`config.mk`:
```
export PLATFORM = sky130hd
export DESIGN_NAME = mod_addr_gen
export DESIGN_NICKNAME = d
export VERILOG_FILES = /design/src/rtl/agen_pkg.sv /design/src/rtl/agen_step.sv /design/src/rtl/agen_modify.sv /design/src/rtl/agen_bank.sv /design/src/rtl/mod_addr_gen.sv
export SDC_FILE = /design/constraint.sdc
export NUM_CORES = 1
export LEC_CHECK = 0
export BUFFER_PORTS_ARGS = -buffer_cell sky130_fd_sc_hd__buf_2
export CAP_MARGIN = 20
export CORE_ASPECT_RATIO = 1.2
export CORE_MARGIN = 3
export CORE_UTILIZATION = 29
export DETAILED_ROUTE_END_ITERATION = 10
export PLACE_DENSITY_LB_ADDON = 0.25
export SLEW_MARGIN = 20
export SYNTH_ARGS = -nofsm -noshare
export SYNTH_HDL_FRONTEND = slang
export SYNTH_SLANG_ARGS = --single-unit
```
`constraint.sdc`:
```
create_clock -name clk -period 9.5 [get_ports clk]
set_clock_uncertainty 0.2 [all_clocks]
set_input_delay 2.85 -clock clk [delete_from_list [all_inputs] [get_ports clk]]
set_output_delay 2.85 -clock clk [all_outputs]
set_load 0.005 [all_outputs]
```
`src/rtl/agen_pkg.sv`:
```
package agen_pkg;

    typedef enum logic [1:0] {
        AM_HOLD     = 2'b00,
        AM_POST_INC = 2'b01,
        AM_POST_DEC = 2'b10,
        AM_PRE_DEC  = 2'b11
    } am_mode_e;

    // Result of one address computation
    typedef struct packed {
        logic [15:0] addr;
        logic [15:0] upd;
        logic        wr;
        logic        bad;
    } am_res_t;

endpackage

```
`src/rtl/agen_step.sv`:
```
module agen_step #(
    parameter int AW         = 16,
    parameter int WORD_BYTES = 2
) (
    input  logic [1:0]    mode,
    input  logic          dbl,
    output logic [AW-1:0] delta
);
    import agen_pkg::*;

    localparam logic [AW-1:0] MAG_W = AW'(WORD_BYTES);
    localparam logic [AW-1:0] MAG_D = AW'(2 * WORD_BYTES);

    logic [AW-1:0] mag;
    logic          down;

    always_comb begin
        mag  = dbl ? MAG_D : MAG_W;
        down = (mode == AM_POST_DEC) || (mode == AM_PRE_DEC);
        if (mode == AM_HOLD) begin
            delta = '0;
        end else if (down) begin
            delta = (~mag) + AW'(1);
        end else begin
            delta = mag;
        end
    end

endmodule

```
`src/rtl/agen_modify.sv`:
```
module agen_modify #(
    parameter int AW     = 16,
    parameter int IW     = 4,
    parameter int SP_IDX = 15
) (
    input  logic [1:0]    mode,
    input  logic [IW-1:0] idx,
    input  logic [AW-1:0] cur,
    input  logic [AW-1:0] delta,
    input  logic          circ,
    input  logic [AW-1:0] start_a,
    input  logic [AW-1:0] end_a,
    output logic [AW-1:0] addr,
    output logic [AW-1:0] upd,
    output logic          wr,
    output logic          bad
);
    import agen_pkg::*;

    logic [AW-1:0] stepped;
    logic          is_post;
    logic          is_pre;
    logic          on_sp;
    logic          wrap_hit;

    always_comb begin
        stepped  = cur + delta;
        is_post  = (mode == AM_POST_INC) || (mode == AM_POST_DEC);
        is_pre   = (mode == AM_PRE_DEC);
        on_sp    = (idx == IW'(SP_IDX));
        wrap_hit = is_post && circ && (cur == end_a);

        addr = cur;
        upd  = cur;
        wr   = 1'b0;
        bad  = 1'b0;

        if (is_post) begin
            wr  = 1'b1;
            upd = wrap_hit ? start_a : stepped;
        end else if (is_pre) begin
            if (on_sp) begin
                wr   = 1'b1;
                addr = stepped;
                upd  = stepped;
            end else begin
                bad = 1'b1;
            end
        end
    end

endmodule

```
`src/rtl/agen_bank.sv`:
```
module agen_bank #(
    parameter int AW   = 16,
    parameter int NREG = 16,
    parameter int IW   = 4
) (
    input  logic          clk,
    input  logic          rst_n,
    input  logic          wr_en,
    input  logic [IW-1:0] wr_idx,
    input  logic [AW-1:0] wr_val,
    input  logic          ld_en,
    input  logic [IW-1:0] ld_idx,
    input  logic [AW-1:0] ld_val,
    input  logic [IW-1:0] op_idx,
    output logic [AW-1:0] op_val,
    input  logic [IW-1:0] rd_idx,
    output logic [AW-1:0] rd_val
);

    typedef struct packed {
        logic [NREG-1:0][AW-1:0] regs;
    } bank_t;

    bank_t bank_d;
    bank_t bank_q;

    always_comb begin
        bank_d = bank_q;
        if (wr_en) begin
            bank_d.regs[wr_idx] = wr_val;
        end
        // load overrides an operation commit on the same register
        if (ld_en) begin
            bank_d.regs[ld_idx] = ld_val;
        end
    end

    always_ff @(posedge clk or negedge rst_n) begin
        if (!rst_n) begin
            bank_q <= '0;
        end else begin
            bank_q <= bank_d;
        end
    end

    assign op_val = bank_q.regs[op_idx];
    assign rd_val = bank_q.regs[rd_idx];

endmodule

```
`src/rtl/mod_addr_gen.sv`:
```
module mod_addr_gen #(
    parameter int AW         = 16,
    parameter int NREG       = 16,
    parameter int SP_IDX     = 15,
    parameter int WORD_BYTES = 2,
    localparam int IW        = $clog2(NREG)
) (
    input  logic          clk,
    input  logic          rst_n,
    input  logic          op_en,
    input  logic [IW-1:0] op_idx,
    input  logic [1:0]    op_mode,
    input  logic          op_dbl,
    input  logic          circ_en,
    input  logic [AW-1:0] circ_start,
    input  logic [AW-1:0] circ_end,
    input  logic          ld_en,
    input  logic [IW-1:0] ld_idx,
    input  logic [AW-1:0] ld_val,
    input  logic [IW-1:0] rd_idx,
    output logic [AW-1:0] rd_val,
    output logic [AW-1:0] eff_addr,
    output logic [AW-1:0] eff_addr_hi,
    output logic [AW-1:0] upd_val,
    output logic          illegal
);

    localparam logic [AW-1:0] HALF_OFS = AW'(WORD_BYTES);

    logic [AW-1:0] cur_val;
    logic [AW-1:0] delta;
    logic [AW-1:0] addr_c;
    logic [AW-1:0] upd_c;
    logic          wr_c;
    logic          bad_c;

    agen_step #(.AW(AW), .WORD_BYTES(WORD_BYTES)) u_step (
        .mode  (op_mode),
        .dbl   (op_dbl),
        .delta (delta)
    );

    agen_modify #(.AW(AW), .IW(IW), .SP_IDX(SP_IDX)) u_mod (
        .mode    (op_mode),
        .idx     (op_idx),
        .cur     (cur_val),
        .delta   (delta),
        .circ    (circ_en),
        .start_a (circ_start),
        .end_a   (circ_end),
        .addr    (addr_c),
        .upd     (upd_c),
        .wr      (wr_c),
        .bad     (bad_c)
    );

    agen_bank #(.AW(AW), .NREG(NREG), .IW(IW)) u_bank (
        .clk    (clk),
        .rst_n  (rst_n),
        .wr_en  (op_en && wr_c),
        .wr_idx (op_idx),
        .wr_val (upd_c),
        .ld_en  (ld_en),
        .ld_idx (ld_idx),
        .ld_val (ld_val),
        .op_idx (op_idx),
        .op_val (cur_val),
        .rd_idx (rd_idx),
        .rd_val (rd_val)
    );

    assign eff_addr    = addr_c;
    assign eff_addr_hi = addr_c + HALF_OFS;
    assign upd_val     = upd_c;
    assign illegal     = bad_c;

endmodule

```
== Word level (Yosys, flattened, before mapping) ==
Cells that the tools add are included.

* Output and inout port bits: 65
* Word-level logic and storage cells: 64
* Bits in registers: 256
* Input port bits: 68

* Reductions and logical operators: 8
* Equal/unequal tests: 5
* $lt $le $gt $ge: 5
* Multiplexer cells: 26
* Bitwise operators: 1
* Add/subtract/negate cells: 3

{| class="wikitable"
|+ Operators with widths
! cell !! count
|-
| $bwmux 256 || 2
|-
| $mux 256 || 2
|-
| $mux 16 || 11
|-
| $bmux 16 s4 || 2
|-
| $demux 16 s4 || 2
|-
| $add 16x1->16 const B || 1
|-
| $add 16x16->16 || 1
|-
| $add 16x2->16 const B || 1
|-
| $eq 16x16->1 || 1
|-
| $not 16->16 || 1
|-
| $lt 4x5->1 const B || 3
|-
| $ge 4x1->1 const B || 2
|-
| $mux 1 || 6
|-
| $logic_and 1x1->1 || 5
|-
| $eq 2x2->1 const B || 2
|-
| $eq 4x4->1 const B || 1
|-
| $mux 3 || 1
|-
| $eq 2x1->1 const B || 1
|-
| $logic_not 2->1 || 1
|-
| $logic_or 1x1->1 || 2
|}

== Longest topological paths before layout ==
* Depth after elaboration: 13
* Gate-level depth with buffers: 21
* Depth with buffers taken out: 16

== By module ==
A second synthesis with hierarchy kept.

* Cell total of the unflattened synthesis: 2,157
* Area, all modules: 19,123.3 um2

{| class="wikitable"
|+ Modules (own cells, without submodules)
! module !! sequential area each (um2) !! cells an instance !! area each (um2) !! instances
|-
| agen_bank || 6,406.1 || 1,858 || 16,961.3 || 1
|-
| agen_modify || 0.0 || 242 || 1,744.2 || 1
|-
| mod_addr_gen || 0.0 || 40 || 294.0 || 1
|-
| agen_step || 0.0 || 17 || 123.9 || 1
|}

== Worst setup path before layout ==
OpenSTA, ideal clock, no wires.

* Path type: input-to-output
* Start point: input op_idx[0]
* End point: output upd_val[12]
* Stages: 17
* Buffers on the path: 3
* Slack: -0.352 ns
* Data required time: 6.450 ns
* Arrival time: 6.802 ns
* Cells stage by stage: buf_6 -> buf_4 -> mux4_2 -> mux4_2 -> ha_1 -> and3_1 -> nand3_1 -> o211ai_1 -> a311oi_2 -> a2111oi_2 -> nor2_2 -> xnor2_1 -> nor3_1 -> a21o_1 -> a221oi_2 -> buf_2 -> inv_1

* Cells in the longest elaborated chain, start to end: 6
* Elaborated cells between the ends (all ways): 10
* Classes of those cells: add/sub: 1; eq/ne: 2; mux: 6; reduce/logical: 1

{| class="wikitable"
|+ RTL lines
! element !! RTL line !! source
|-
| from (decl) || mod_addr_gen.sv:11 || <nowiki>input logic [IW-1:0] op_idx,</nowiki>
|-
| $bmux 16 s4 || agen_bank.sv:46 || <nowiki>assign op_val = bank_q.regs[op_idx];</nowiki>
|-
| $mux 16 (implied by the code) || agen_bank.sv:46 ||
|-
| $add 16x16->16 / $eq 16x16->1 (equally long branches) || agen_modify.sv:27, agen_modify.sv:31 ||
|-
| $mux 16 / $logic_and 1x1->1 (equally long branches) || agen_modify.sv:42, agen_modify.sv:31 ||
|-
| $mux 16, on equally long branches || agen_modify.sv:41, agen_modify.sv:40 ||
|-
| $mux 16 * || agen_modify.sv:38 || <nowiki>if (is_post) begin</nowiki>
|-
| to (decl) || mod_addr_gen.sv:24 || <nowiki>output logic [AW-1:0] upd_val,</nowiki>
|}

Mark *: on every way between the ends. The rest lies on a longest branch, timed or not. The select of a mux whose other input is x is not followed.

== Final worst setup path ==
* Start point: input op_idx[0]
* End point: output upd_val[14]

Same word-level chain as after synthesis.

==> flow_metrics.env <==
export IMPL_outcome="finished with violations"
export IMPL_violations="negative setup slack"
export IMPL_dp_cells=2997
export IMPL_die_area_um2=67200
export IMPL_die_w_um=237
export IMPL_critical_path_class="in -> out"
export IMPL_fill_cells=6320
export IMPL_drive_gt1_frac=0.322
export IMPL_yosys_register_bits=256
export IMPL_required_ns=6.45
export IMPL_synth_top_area_cell="dfrtp_1"
export IMPL_path_delay_family="multiplexers"
export IMPL_yosys_warnings=0
export IMPL_gp_congestion=0.910
export IMPL_htree_levels=1
export IMPL_post_route_period_util=1.02
export IMPL_synth_avg_cell_area_um2=9.36
export IMPL_vias=17632
export IMPL_cp_data_arrival_time_ns=6.66
export IMPL_worst_pin_slew_ns=1.16
export IMPL_synth_edf_count=0
export IMPL_hold_class="reg -> reg"
export IMPL_largest_reg_flops=256
export IMPL_max_freq_ghz=0.103
export IMPL_final_cells=3080
export IMPL_drt_iter0_drc=1744
export IMPL_dp_hpwl_um=54800
export IMPL_cts_sinks=256
export IMPL_rows=101
export IMPL_first_global_vias=17279
export IMPL_routed_wl_um=79800
export IMPL_drt_first_pass_iters=5
export IMPL_ys_types=82
export IMPL_yosysMostFrequentCell="nand2_1"
export IMPL_cts_buffers_inserted=27
export IMPL_grt_pass1_wl_um=117000
export IMPL_die_y_um=283
export IMPL_finalSetupTns_ns=-1.62
export IMPL_hold_path_endpoint="u_bank.bank_q[252]"
export IMPL_grt_start_max_net_pins=134
export IMPL_root_buffer="clkbuf_16"
export IMPL_cap_viol_max_count=0
export IMPL_path_max_fanout=6
export IMPL_hold_viol=0
export IMPL_r2r_start="u_bank.bank_q[242]"
export IMPL_num_io_pins=133
export IMPL_reg_top3="u_bank.bank_q (256)"
export IMPL_grt_total_usage=0.231
export IMPL_clk_path_buf_depth=3
export IMPL_synth_area_um2=18600
export IMPL_clk_latency_ns=0.57
export IMPL_area_growth_pct=25.2
export IMPL_timing_rr_end="u_bank.bank_q[78]"
export IMPL_seq_area_frac_synth=0.344
export IMPL_worst_path_buf_inv=5
export IMPL_yosys_most_used_dff="dfrtp_1"
export IMPL_regMostFlops="u_bank.bank_q"
export IMPL_synthCells=1988
export IMPL_slowest_delay_ns=0.59
export IMPL_reg2reg_setup_slack_ns=4.75
export IMPL_reg2reg_depth=17
export IMPL_cts_tree="built"
export IMPL_path_clk_slew_ns=0.06
export IMPL_worst_path_max_delay_cell="mux4_2"
export IMPL_setup_viol_count_final=15
export IMPL_io_buffers=132
export IMPL_min_period_ns=9.71
export IMPL_ir_worst_vdd_v=0.000134
export IMPL_overflow=0
export IMPL_drv_slew=0
export IMPL_drcViolationCount=0
export IMPL_relSlewSlack=0.229
export IMPL_avgRoutedWirePerCell_um=25.9
export IMPL_synth_fp_nets=2069
export IMPL_antenna_found_initial=10
export IMPL_coreArea_um2=63400
export IMPL_synth_area_leaders="dfrtp_1 (34%), mux4_2 (18%), mux2i_1 (7.0%)"
export IMPL_async_reset_ff_frac=1.00
export IMPL_hold_depth=2
export IMPL_initial_utilization=0.293
export IMPL_antenna_left=0
export IMPL_vias_per_cell=5.72
export IMPL_netlist_area_leader_share=0.344
export IMPL_crit_chain="buf_16 -> mux4_2 -> mux4_2 -> ha_4 -> and3_4 -> nand3_2 -> o211ai_1 -> a311oi_2 -> buf_4 -> a2111oi_4 -> nor2_4 -> mux2i_4 -> and3_4 -> a2111oi_4 -> buf_6 -> inv_2 -> buf_2"
export IMPL_end_kind="output port"
export IMPL_ys_top_cells_by_count="nand2_1 (285), dfrtp_1 (256), nor2_1 (214), o21ai_0 (200), mux4_2 (145)"
export IMPL_hp_start="u_bank.bank_q[252]"
export IMPL_fin_ws_ns=-0.215
export IMPL_p_per_area_nw_per_um2=222
export IMPL_fin_nets=2310
export IMPL_rsz0062_at_grt="true"
export IMPL_critPathLaunchType="input port"
export IMPL_leakage_nw=9.34
## placed cells by master, fill, tap and decap left out, types with 8 or more instances in the layout
cell,count
nor3b_1,16
o21ai_1,46
nand4_1,9
diode_2,8
xnor2_2,13
nor2_2,19
buf_4,240
a21o_1,28
nor3_1,26
buf_6,16
o21ai_0,196
clkbuf_8,8
o31ai_1,30
dfrtp_1,256
a211oi_1,23
and3_1,10
inv_1,16
nand3_1,14
xnor2_1,23
buf_12,17
a21oi_1,130
a22oi_1,8
nor2_1,194
nand2_1,283
mux4_2,145
clkbuf_16,27
buf_2,124
a22oi_2,8
o211ai_1,8
mux2i_1,124
## cell families (layout without fill, tap and decap cells)
group	count (synthesis)	in the layout	synth area share
AO/OA/AOI/OAI	537	537	0.174
multiplexers	286	286	0.254
flip-flops	256	256	0.344
other	0	8	0
buffers and inverters	214	474	0.0497
XOR/XNOR	45	45	0.0216
adder cells (fa/ha/maj)	13	13	0.00915
AND/OR/NAND/NOR	637	637	0.147
## per-layer routing
| layer | track usage | up-vias | share of wire |
|---|---|---|---|
| li1 | - | 7723 | - |
| met1 | 0.293 | 8869 | 0.39 |
| met2 | 0.392 | 877 | 0.49 |
| met3 | 0.0421 | 163 | 0.078 |
| met4 | 0.0904 | 0 | 0.041 |
| met5 | 0 | - | 0 |
## worst reg2reg max path, delay by kind of cell, from the launching register on
kind / cells / cell delay, ns
mux: 3 / 1.29
compound gates: 6 / 1.28
buf+inv: 3 / 0.61
simple gates: 4 / 0.53
flops: 1 / 0.40
fa+ha+maj: 1 / 0.33
## where the power goes
part           leakage, nW  switching (W)  internal [W]  total, W
clock                0.422       0.000472      0.000584   0.00106
combinational         5.70        0.00120       0.00121   0.00241
sequential            3.22       0.000286       0.00142   0.00171
total                 9.34        0.00196       0.00322   0.00517
## timing repair
action                     CTS  global route
gates resized for setup     53            61
cloned                       1             0
hold buffers                 0             0
setup endpoints to repair   29            31
buffers inserted            14            15
pin swaps                   25            41
## final cells by class
type,instances,area (um2),area share
Multi-Input combinational cell,1518,11800,0.508
Sequential cell,256,6410,0.275
Timing Repair Buffer,403,3070,0.132
Tap cell,824,1030,0.0443
Clock buffer,42,812,0.0349
Inverter,23,88.8,0.00382
Clock inverter,6,33.8,0.00145
Antenna cell,8,20.0,0.000860
## metrics by stage
stage	cell area [um2]	power, W	setup WS, ns	hold slack, ns	util
5_1_grt	23300	0.00545	-0.375	0.361	0.367
3_5_place_dp	21600	0.00394	-0.549	0.322	0.341
2_1_floorplan	18700	0.00295	-0.0527	0.283	-
3_3_place_gp	21600	0.00389	-0.415	0.315	0.341
4_1_cts	22800	0.00507	-0.272	0.339	0.360
6_report	23300	0.00517	-0.215	0.344	0.367
## worst max path at each step
stage | slack, ns | start | endpoint | cells past startpoint
after floorplan | -0.05 | op_idx[0] | upd_val[14] | 16
after global placement | -0.42 | op_idx[0] | upd_val[14] | 19
after detailed placement | -0.55 | op_idx[0] | upd_val[14] | 19
after CTS | -0.27 | op_idx[0] | upd_val[14] | 17
after global routing | -0.37 | op_idx[0] | eff_addr_hi[15] | 21
final | -0.21 | op_idx[0] | upd_val[14] | 17
Note: power is estimated with default switching activity, not from simulation.
